$ cat config.mk
export PLATFORM = sky130hd
export DESIGN_NAME = xcvr_rate_seq
export DESIGN_NICKNAME = d
export VERILOG_FILES = /design/src/rtl/rseq_pkg.sv /design/src/rtl/rseq_timer.sv /design/src/rtl/rseq_chan_dec.sv /design/src/rtl/xcvr_rate_seq.sv
export SDC_FILE = /design/constraint.sdc
export NUM_CORES = 1
export LEC_CHECK = 0
export BUFFER_PORTS_ARGS = -buffer_cell sky130_fd_sc_hd__clkbuf_2
export CELL_PAD_IN_SITES_DETAIL_PLACEMENT = 0
export CELL_PAD_IN_SITES_GLOBAL_PLACEMENT = 1
export CORE_AREA = 2 2 78 80
export CTS_BUF_LIST = sky130_fd_sc_hd__clkbuf_8
export DETAILED_ROUTE_END_ITERATION = 10
export DIE_AREA = 0 0 80 82
export PLACE_DENSITY_LB_ADDON = 0.25
export SLEW_MARGIN = 25
export SYNTH_ARGS = -nofsm -noshare
export SYNTH_HDL_FRONTEND = slang
export SYNTH_SLANG_ARGS = --single-unit
$ cat constraint.sdc
create_clock -name clk -period 5 [get_ports clk]
set_input_delay 0.5 -clock clk [delete_from_list [all_inputs] [get_ports clk]]
set_output_delay 0.5 -clock clk [all_outputs]
set_load 0.005 [all_outputs]
$ cat src/rtl/rseq_pkg.sv
package rseq_pkg;
  typedef enum logic [3:0] {
    S_IDLE,
    S_WAIT_READY,
    S_SET_CHANNEL,
    S_START_STREAM,
    S_WAIT_BUSY_HIGH,
    S_WAIT_BUSY_LOW,
    S_RESET_ASSERT,
    S_RESET_RELEASE,
    S_WAIT_LINK,
    S_DONE
  } seq_state_t;
endpackage

$ cat src/rtl/rseq_timer.sv
module rseq_timer #(
  parameter int W = 5
) (
  input  logic         clk,
  input  logic         rst,
  input  logic         load,
  input  logic [W-1:0] load_val,
  input  logic         en,
  output logic         zero
);
  logic [W-1:0] cnt_q;

  always_ff @(posedge clk) begin
    if (rst) begin
      cnt_q <= '0;
    end else if (load) begin
      cnt_q <= load_val;
    end else if (en && cnt_q != '0) begin
      cnt_q <= cnt_q - 1'b1;
    end
  end

  assign zero = (cnt_q == '0);

  // the counter holds at zero and never wraps (R8 hold, R7/R9 limits)
  assert_floor_R8: assert property (@(posedge clk) disable iff (rst)
    (en && !load && cnt_q == '0) |=> (cnt_q == '0));
endmodule

$ cat src/rtl/rseq_chan_dec.sv
module rseq_chan_dec #(
  parameter int N = 4,
  parameter int W = 2
) (
  input  logic [W-1:0] idx,
  output logic [N-1:0] hot
);
  for (genvar i = 0; i < N; i++) begin : g_bit
    assign hot[i] = (idx == W'(i));
  end
endmodule

$ cat src/rtl/xcvr_rate_seq.sv
module xcvr_rate_seq
  import rseq_pkg::*;
#(
  parameter int NUM_CH   = 4,
  parameter int RST_HOLD = 4,
  parameter int BUSY_TMO = 16,
  parameter int LINK_TMO = 20,
  localparam int CH_W    = (NUM_CH > 1) ? $clog2(NUM_CH) : 1
) (
  input  logic              clk,
  input  logic              rst,
  input  logic              req_start_i,
  input  logic [CH_W-1:0]   req_chan_i,
  input  logic              req_mode_i,
  input  logic              cfg_busy_i,
  input  logic              tx_ready_i,
  input  logic              rx_ready_i,
  input  logic              link_up_i,
  output logic [CH_W-1:0]   tgt_chan_o,
  output logic              stream_go_o,
  output logic              image_sel_o,
  output logic [NUM_CH-1:0] pcs_rst_o,
  output logic              ack_o,
  output logic              done_o,
  output logic              error_o
);
  localparam int TMAX1 = (BUSY_TMO > LINK_TMO) ? BUSY_TMO : LINK_TMO;
  localparam int TMAX  = (TMAX1 > RST_HOLD) ? TMAX1 : RST_HOLD;
  localparam int CNT_W = $clog2(TMAX + 1);

  seq_state_t        state_q;
  logic [CH_W-1:0]   chan_q;
  logic              mode_q;
  logic [NUM_CH-1:0] chan_hot;

  logic             tmo_load, tmo_en, tmo_zero;
  logic [CNT_W-1:0] tmo_val;
  logic             hold_load, hold_en, hold_zero;
  logic             sys_ready;

  assign sys_ready = !cfg_busy_i && tx_ready_i && rx_ready_i;

  // timeout counter serves both the busy-rise wait and the link wait
  assign tmo_load = (state_q == S_START_STREAM) || (state_q == S_RESET_RELEASE);
  assign tmo_val  = (state_q == S_START_STREAM) ? CNT_W'(BUSY_TMO) : CNT_W'(LINK_TMO);
  assign tmo_en   = (state_q == S_WAIT_BUSY_HIGH) || (state_q == S_WAIT_LINK);

  assign hold_load = (state_q == S_WAIT_BUSY_LOW) && !cfg_busy_i;
  assign hold_en   = (state_q == S_RESET_ASSERT);

  rseq_timer #(.W(CNT_W)) u_tmo (
    .clk(clk), .rst(rst), .load(tmo_load), .load_val(tmo_val),
    .en(tmo_en), .zero(tmo_zero)
  );

  rseq_timer #(.W(CNT_W)) u_hold (
    .clk(clk), .rst(rst), .load(hold_load), .load_val(CNT_W'(RST_HOLD - 1)),
    .en(hold_en), .zero(hold_zero)
  );

  rseq_chan_dec #(.N(NUM_CH), .W(CH_W)) u_dec (
    .idx(tgt_chan_o), .hot(chan_hot)
  );

  always_ff @(posedge clk) begin
    if (rst) begin
      state_q     <= S_IDLE;
      chan_q      <= '0;
      mode_q      <= 1'b0;
      tgt_chan_o  <= '0;
      image_sel_o <= 1'b0;
      stream_go_o <= 1'b0;
      pcs_rst_o   <= '0;
      ack_o       <= 1'b0;
      done_o      <= 1'b0;
      error_o     <= 1'b0;
    end else begin
      stream_go_o <= 1'b0;
      done_o      <= 1'b0;
      error_o     <= 1'b0;
      case (state_q)
        S_IDLE: begin
          if (req_start_i) begin
            chan_q  <= req_chan_i;
            mode_q  <= req_mode_i;
            ack_o   <= 1'b1;
            state_q <= S_WAIT_READY;
          end
        end
        S_WAIT_READY: begin
          if (sys_ready) state_q <= S_SET_CHANNEL;
        end
        S_SET_CHANNEL: begin
          tgt_chan_o  <= chan_q;
          image_sel_o <= mode_q;
          state_q     <= S_START_STREAM;
        end
        S_START_STREAM: begin
          stream_go_o <= 1'b1;
          state_q     <= S_WAIT_BUSY_HIGH;
        end
        S_WAIT_BUSY_HIGH: begin
          if (cfg_busy_i) begin
            state_q <= S_WAIT_BUSY_LOW;
          end else if (tmo_zero) begin
            error_o <= 1'b1;
            ack_o   <= 1'b0;
            state_q <= S_IDLE;
          end
        end
        S_WAIT_BUSY_LOW: begin
          if (!cfg_busy_i) begin
            pcs_rst_o <= chan_hot;
            state_q   <= S_RESET_ASSERT;
          end
        end
        S_RESET_ASSERT: begin
          if (hold_zero) begin
            pcs_rst_o <= '0;
            state_q   <= S_RESET_RELEASE;
          end
        end
        S_RESET_RELEASE: begin
          state_q <= S_WAIT_LINK;
        end
        S_WAIT_LINK: begin
          if (link_up_i) begin
            done_o  <= 1'b1;
            ack_o   <= 1'b0;
            state_q <= S_DONE;
          end else if (tmo_zero) begin
            error_o <= 1'b1;
            ack_o   <= 1'b0;
            state_q <= S_IDLE;
          end
        end
        S_DONE: begin
          state_q <= S_IDLE;
        end
        default: state_q <= S_IDLE;
      endcase
    end
  end

  assert_pulse_R5: assert property (@(posedge clk) disable iff (rst)
    stream_go_o |=> !stream_go_o);

  assert_stable_R6: assert property (@(posedge clk) disable iff (rst)
    (state_q != S_SET_CHANNEL) |=> ($stable(image_sel_o) && $stable(tgt_chan_o)));

  assert_busyfall_R7: assert property (@(posedge clk) disable iff (rst)
    $rose(|pcs_rst_o) |-> $past(!cfg_busy_i));

  assert_onehot_R8: assert property (@(posedge clk) disable iff (rst)
    $onehot0(pcs_rst_o));

  assert_link_R9: assert property (@(posedge clk) disable iff (rst)
    done_o |-> $past(link_up_i));

  assert_excl_R10: assert property (@(posedge clk) disable iff (rst)
    !(done_o && error_o));

  assert_ackfall_R3: assert property (@(posedge clk) disable iff (rst)
    $fell(ack_o) |-> (done_o || error_o));
endmodule

; Word level (Yosys, flattened, before mapping)
; Cells that the tools add are included.
[totals]
register_bits = 28
latchBits = 0
ramBits = 0
rom_bits = 0
in_bits = 10
wordCells = 83
mem_count = 0
[classes]
n_addsub = 2
mul = 0
n_div = 0
magnitude_cmp = 0
n_eq_ne = 16
n_shift = 0
muxes = 27
bitwise_logic = 1
n_reduce_logical = 24
[ops]
columns = op, n
row1 = 2-to-1 mux 4 bit, 9
row2 = one-hot mux 4 bit (9 select lines), 1
row3 = equality test 4 x 3 -> 1 bit (second input constant), 4
row4 = zero test 5 bit, 2
row5 = 2-to-1 mux 5 bit, 2
row6 = inequality test 2 bit (second input constant), 5
row7 = nonzero test 5 bit, 2
row8 = subtractor 5 x 1 -> 5 bit (second input constant), 2
row9 = 2-to-1 mux 1 bit, 9
row10 = equality test 4 x 2 -> 1 bit (second input constant), 2
row11 = one-hot mux 4 bit (2 select lines), 1
row12 = AND reduction 3 bit, 2
row13 = nonzero test 2 bit, 3
row14 = logical AND 1 bit, 5
row15 = equality test 2 bit (second input constant), 2
row16 = equality test 4 x 1 -> 1 bit (second input constant), 1
row17 = equality test 4 bit (second input constant), 1
row18 = zero test 4 bit, 1
row19 = 2-to-1 mux 2 bit, 2
row20 = AND reduction 4 bit, 1
row21 = OR reduction 2 bit, 2
row22 = 2-to-1 mux 3 bit, 1
row23 = one-hot mux 1 bit (3 select lines), 1
row24 = nonzero test 3 bit, 1
row25 = other kinds (7), 8

; Longest topological paths before layout
[depth]
ltp_word = 5
depth_mapped = 7
mapped_depth_nobuf = 6

; Cells and area by module
; A second synthesis with hierarchy kept.
[hier_totals]
hier_cells = 182
hier_area_um2 = 1591.5
[by_module_without_submodules]
columns = mod, n_inst, cells_per_inst, area_per_inst_um2, seq_area_each_um2
row1 = xcvr_rate_seq, 1, 104, 912.1, 360.3
row2 = rseq_timer, 2, 37, 326.6, 100.1
row3 = rseq_chan_dec, 1, 4, 26.3, 0.0

; Least setup slack after synthesis
; Ideal clock, no wire load.
[synth_path]
path_type = register to register
startpoint = register u_tmo.cnt_q[0]
endpoint = register state_q[2]
setup_time_ns = 0.135
arrival_ns = 1.546
path_slack_ns = 3.319
stages_incl_launch_ff = 8
n_path_buf = 1
period_less_slack_ns = 1.681
path_cell_list = dfxtp_1 > inv_1 > ha_1 > or4b_1 > buf_2 > or3_1 > a21oi_1 > a311oi_1
[synth_between]
elab_chain_cells = 4
elab_cells_between_ends = 5
cone_classes = 4 x mux / 1 x reduce/logical
[synth_lines]
columns = item, line_no
row1 = start: declaration, rseq_timer.sv:11  ; logic [W-1:0] cnt_q;
row2 = start signal: assignment, rseq_timer.sv:17  ; cnt_q <= load_val;
row3 = start signal: assignment, rseq_timer.sv:19  ; cnt_q <= cnt_q - 1'b1;
row4 = zero test 5 bit (*), rseq_timer.sv:23  ; assign zero = (cnt_q == '0);
row5 = 2-to-1 mux 4 bit (*), --
row6 = 2-to-1 mux 4 bit (on tied branches), --
row7 = one-hot mux 4 bit (9 select lines) (*), --
row8 = end signal: assignment, xcvr_rate_seq.sv:67  ; state_q <= S_IDLE;
row9 = end signal: assignment, xcvr_rate_seq.sv:87  ; state_q <= S_WAIT_READY;
row10 = end signal: assignment, xcvr_rate_seq.sv:91  ; if (sys_ready) state_q <= S_SET_CHANNEL;
row11 = end: declaration, xcvr_rate_seq.sv:31  ; seq_state_t state_q;
; Mark *: on every way between the ends. The rest lies on a longest branch, timed or not.
; A chain may end at the register's enable or synchronous reset.

; Worst setup path after layout
[layout_path]
startpoint = register state_q[2]
endpoint = register u_hold.cnt_q[1]
[layout_between]
elab_chain_cells = 3
elab_cells_between_ends = 6
cone_classes = 2 x eq/ne / 1 x mux / 3 x reduce/logical
[layout_lines]
columns = item, line_no
row1 = equality test 4 x 3 -> 1 bit (on tied branches), "xcvr_rate_seq.sv:48, xcvr_rate_seq.sv:49"
row2 = logical AND 1 bit (on tied branches), "xcvr_rate_seq.sv:48, rseq_timer.sv:18"
row3 = 2-to-1 mux 2 bit or nonzero test 2 bit (tied branches), --
row4 = end signal: assignment, rseq_timer.sv:17
row5 = end signal: assignment, rseq_timer.sv:19
row6 = end: declaration, rseq_timer.sv:11
; Parallel ways exist; a longest one is shown, timed or not.

==> flow_summary.html <==
<table>
<tr><th>Metric</th><th>Value</th></tr>
<tr><th colspan="2">Worst setup path</th></tr>
<tr><td>Family of cells with the greatest summed delay on the critical path</td><td>simple AND/OR/NAND/NOR gates</td></tr>
<tr><td>Crit Reg-Reg Startpoint</td><td>state_q[2]$_SDFFE_PP0P_</td></tr>
<tr><td>Required time reported for the critical path endpoint</td><td>5.20 ns</td></tr>
<tr><td>Critical path start-end classification</td><td>reg -&gt; reg</td></tr>
<tr><td>CP startpoint</td><td>state_q[2]$_SDFFE_PP0P_</td></tr>
<tr><td>Arrival time worst endpoint</td><td>2.21 ns</td></tr>
<tr><td>CP Cell Sequence</td><td>nor4bb_2 &gt; nand2_1 &gt; or2_1 &gt; a31oi_1</td></tr>
<tr><td>Slack of the worst reg-to-reg path</td><td>2.99 ns</td></tr>
<tr><td>Crit-path max FO</td><td>14</td></tr>
<tr><td>Setup crit start kind</td><td>flip-flop</td></tr>
<tr><td>Kind of end point of the critical path</td><td>flip-flop</td></tr>
<tr><td>Standard cell with the maximum stage delay on the critical path</td><td>nor4bb_2</td></tr>
<tr><td>Total buffers and inverters traversed by the critical path</td><td>0</td></tr>
<tr><td>Largest stage delay on the critical path</td><td>0.69 ns</td></tr>
<tr><th colspan="2">Clocking</th></tr>
<tr><td>TritonCTS clock tree</td><td>yes</td></tr>
<tr><td>Total number of clock tree sinks</td><td>28</td></tr>
<tr><td>Worst-skew pair later-pin latency</td><td>0.28 ns</td></tr>
<tr><td>Clock Root Buffer</td><td>clkbuf_8</td></tr>
<tr><td>PostCTS Resize Cnt</td><td>0</td></tr>
<tr><td>CTS H-Tree Depth</td><td>1</td></tr>
<tr><td>Clk pin slew, worst setup/hold paths</td><td>0.10 ns</td></tr>
<tr><td>CTS buffer count</td><td>3</td></tr>
<tr><td>Total of hold buffers inserted after clock tree synthesis</td><td>0</td></tr>
<tr><td>Number of setup buffers added after CTS</td><td>0</td></tr>
<tr><td>Buffers from clock root to sink, at most</td><td>2</td></tr>
<tr><th colspan="2">Yosys</th></tr>
<tr><td>Share of the synthesized area in the top cell type</td><td>between 40% and 50%</td></tr>
<tr><td>Basic-gate share of the synthesized area counting and, or, nand and nor cells</td><td>27.6%</td></tr>
<tr><td>Largest family of logic cells by synthesized area</td><td>simple AND/OR/NAND/NOR gates</td></tr>
<tr><td>Yosys cell types</td><td>42</td></tr>
<tr><td>Number of flops mapped to enable cells by yosys</td><td>0</td></tr>
<tr><td>Library cell occupying the most area in the post-synthesis netlist</td><td>dfxtp_1</td></tr>
<tr><td>Portion of the post-synthesis area used by sequential elements</td><td>between 40% and 50%</td></tr>
<tr><td>Share of synthesized area spent on multiplexers</td><td>~6%</td></tr>
<tr><td>Synth top area cells</td><td>dfxtp_1, nor2_1, a21oi_1</td></tr>
<tr><td>Post-synth top flop</td><td>dfxtp_1</td></tr>
<tr><td>Fraction of the mapped netlist area in compound gates</td><td>approximately a tenth</td></tr>
<tr><td>Post-synthesis adder-cell area fraction</td><td>3.72%</td></tr>
<tr><td>Cell count after synthesis</td><td>154</td></tr>
<tr><td>Flops &amp; latches, synth</td><td>28</td></tr>
<tr><td>Post-synthesis xor/xnor area fraction</td><td>4.56%</td></tr>
<tr><td>Synthesis warning total</td><td>0</td></tr>
<tr><td>Synthesized area per cell</td><td>8.73 um2</td></tr>
<tr><td>Post-synthesis instance area</td><td>1340 um2</td></tr>
<tr><td>FFs w/ async S/R, synth</td><td>0%</td></tr>
<tr><td>Synth Net Count</td><td>168</td></tr>
<tr><th colspan="2">STA</th></tr>
<tr><td>Period utilization</td><td>40.2%</td></tr>
<tr><td>Final setup violation count</td><td>0</td></tr>
<tr><td>Final critical path time including I/O delays and setup</td><td>2.01 ns</td></tr>
<tr><td>Pins Over Slew Limit</td><td>0</td></tr>
<tr><td>Slew at the pin closest to its max-slew limit</td><td>0.639 ns</td></tr>
<tr><td>Final-layout setup total negative slack</td><td>0 ns</td></tr>
<tr><td>Setup repair after global routing missed its margin</td><td>false</td></tr>
<tr><td>Relative slew slack</td><td>56.8%</td></tr>
<tr><td>Worst clock skew</td><td>between 0.003 and 0.004 ns</td></tr>
<tr><td>Worst Slack Setup Final</td><td>between 2 and 3 ns</td></tr>
<tr><td>Number of failing hold endpoints at the final stage</td><td>0</td></tr>
<tr><td>Max frequency</td><td>0.498 GHz</td></tr>
<tr><th colspan="2">Global route</th></tr>
<tr><td>Largest net degree at the start of global routing</td><td>27</td></tr>
<tr><td>First-pass GRT wire length</td><td>4910 um</td></tr>
<tr><td>Vias in the first global route</td><td>1096</td></tr>
<tr><td>Total Routing Usage GR</td><td>9.36%</td></tr>
<tr><td>Number of antenna violations at the first check in global routing</td><td>0</td></tr>
<tr><td>Total overflow reported by the global router</td><td>0</td></tr>
<tr><th colspan="2">Pwr</th></tr>
<tr><td>Highest ir drop seen on vdd</td><td>0.104 mV</td></tr>
<tr><td>Pwr dens</td><td>279 nW/um2</td></tr>
<tr><td>P_leak</td><td>0.594 nW</td></tr>
<tr><th colspan="2">Die</th></tr>
<tr><td>Area of the die</td><td>6560 um2</td></tr>
<tr><td>Die outline width</td><td>80 um</td></tr>
<tr><td>Std-Cell Rows</td><td>28</td></tr>
<tr><td>Chip height</td><td>slightly above 80 um</td></tr>
<tr><td>Initial Utilization</td><td>23.4%</td></tr>
<tr><td>IO Pins</td><td>21</td></tr>
<tr><td>Placeable core region</td><td>between 5000 and 6000 um2</td></tr>
<tr><th colspan="2">Drt</th></tr>
<tr><td>Vias after detailed routing</td><td>1104</td></tr>
<tr><td>Wire length per cell after detailed routing</td><td>11.8 um</td></tr>
<tr><td>DRT Wirelength</td><td>2880 um</td></tr>
<tr><td>Vias per cell</td><td>roughly 4.5</td></tr>
<tr><td>First-pass iteration count of the detailed router</td><td>4</td></tr>
<tr><td>Number of routed nets with antenna violations</td><td>0</td></tr>
<tr><td>DRC viols</td><td>0</td></tr>
<tr><td>Detailed router's first-iteration violation count</td><td>40</td></tr>
<tr><th colspan="2">Hold path</th></tr>
<tr><td>Hold crit path type</td><td>in -&gt; reg</td></tr>
<tr><td>Worst min-delay path startpoint</td><td>req_chan_i[0]</td></tr>
<tr><th colspan="2">Placement</th></tr>
<tr><td>Placed instance count</td><td>239</td></tr>
<tr><td>IO buf count</td><td>20</td></tr>
<tr><td>Total half-perimeter wirelength after legalization and detailed placement</td><td>~2100 um</td></tr>
<tr><td>Final weighted congestion in routability-driven placement</td><td>0.749</td></tr>
<tr><td>Place WS</td><td>between 2 and 3 ns</td></tr>
<tr><th colspan="2">Outcome</th></tr>
<tr><td>Outcome</td><td>finished clean</td></tr>
<tr><th colspan="2">Finish</th></tr>
<tr><td>Number of diodes added for antenna fixing</td><td>0</td></tr>
<tr><td>Most common cell after layout, fill and taps aside</td><td>dfxtp_1</td></tr>
<tr><td>Leading cell types in the layout, fill and taps excluded</td><td>dfxtp_1, clkbuf_2, nor2_1</td></tr>
<tr><td>Fraction of final layout cells sized beyond drive strength 1</td><td>17.3%</td></tr>
<tr><td>Count of nets after finishing</td><td>roughly 180</td></tr>
<tr><td>Signed area change from the synthesized netlist to the final layout</td><td>16.8%</td></tr>
<tr><td>Fill cell instance count of the final layout</td><td>642</td></tr>
<tr><td>Final Util</td><td>27.3%</td></tr>
<tr><td>Finished Layout Cells</td><td>roughly 240</td></tr>
<tr><th colspan="2">Run</th></tr>
<tr><td>Max-capacitance violation count</td><td>0</td></tr>
</table>
[per-stage QoR]
step           total power [mW]  hold WS [ns]  instance area (um2)
2_1_floorplan             0.254         0.448                 1340
3_3_place_gp              0.262         0.443                 1490
3_5_place_dp              0.262         0.449                 1490
4_1_cts                   0.446         0.448                 1560
5_1_grt                   0.457         0.452                 1570
6_report                  0.438         0.457                 1570
[final cells by class]
cell class,count,area (um2),area share (%)
multi-input cells,108,713,45.5
inverters,8,30.0,1.91
flip-flops and latches,28,561,35.7
well taps,75,93.8,5.98
clock inverters,1,30.0,1.91
clock buffers,3,41.3,2.63
repair buffers,20,100,6.38
[per-layer routing]
metal	GRT usage (%)	part of all wire, %	routed length [um]
met5	0	0	0
met4	2.03	0.63	18
met3	2.09	4.3	125
met2	16.6	47	1360
met1	11.6	48	1370
[power by group]
group          leakage (nW)  internal [mW]  switching, mW
Combinational         0.332         0.0112         0.0146
Clock                0.0357          0.107         0.0738
Sequential            0.227          0.227        0.00431
Total                 0.594          0.345         0.0927
[worst min-delay path, stage by stage]
cell and delay [ns]:
clkbuf_2 0.08, mux2i_1 0.05, nor2_1 0.07
[cells in the mapped netlist, drive strengths merged, types with 3 or more instances]
master,n
buf,4
nand2,12
ha,4
nand4,4
a21oi,12
mux2i,6
nor3,6
nor2b,3
clkbuf,6
nor2,18
or4b,4
nand3,4
dfxtp,28
xor2,6
inv,8
[final timing paths]
check | to | cells past startpoint
worst max-delay path | u_hold.cnt_q[1]$_SDFFE_PP0P_ | 4
worst min-delay path | chan_q[0]$_SDFFE_PP0P_ | 3
worst max register to register | u_hold.cnt_q[1]$_SDFFE_PP0P_ | 4
worst min register to register | pcs_rst_o[3]$_SDFFE_PP0P_ | 2
[logic make-up (layout without fill, tap and decap cells)]
group                      count (synthesis)  after routing
and+or+nand+nor                           66             66
buffers and inverters                     18             32
DFF                                       28             28
adders and majority gates                  4              4
muxes                                      8              8
xor gates and xnor gates                   7              7
AOI/OAI and AO/OA                         23             23
[sequential cells by signal, summed over array words and instances, names as in the netlist]
signal / count
ack_o: 1
u_tmo.cnt_q: 5
pcs_rst_o: 4
mode_q: 1
tgt_chan_o: 2
stream_go_o: 1
error_o: 1
u_hold.cnt_q: 5
state_q: 4
chan_q: 2
image_sel_o: 1
done_o: 1
Power figures use the tool's default switching activity.
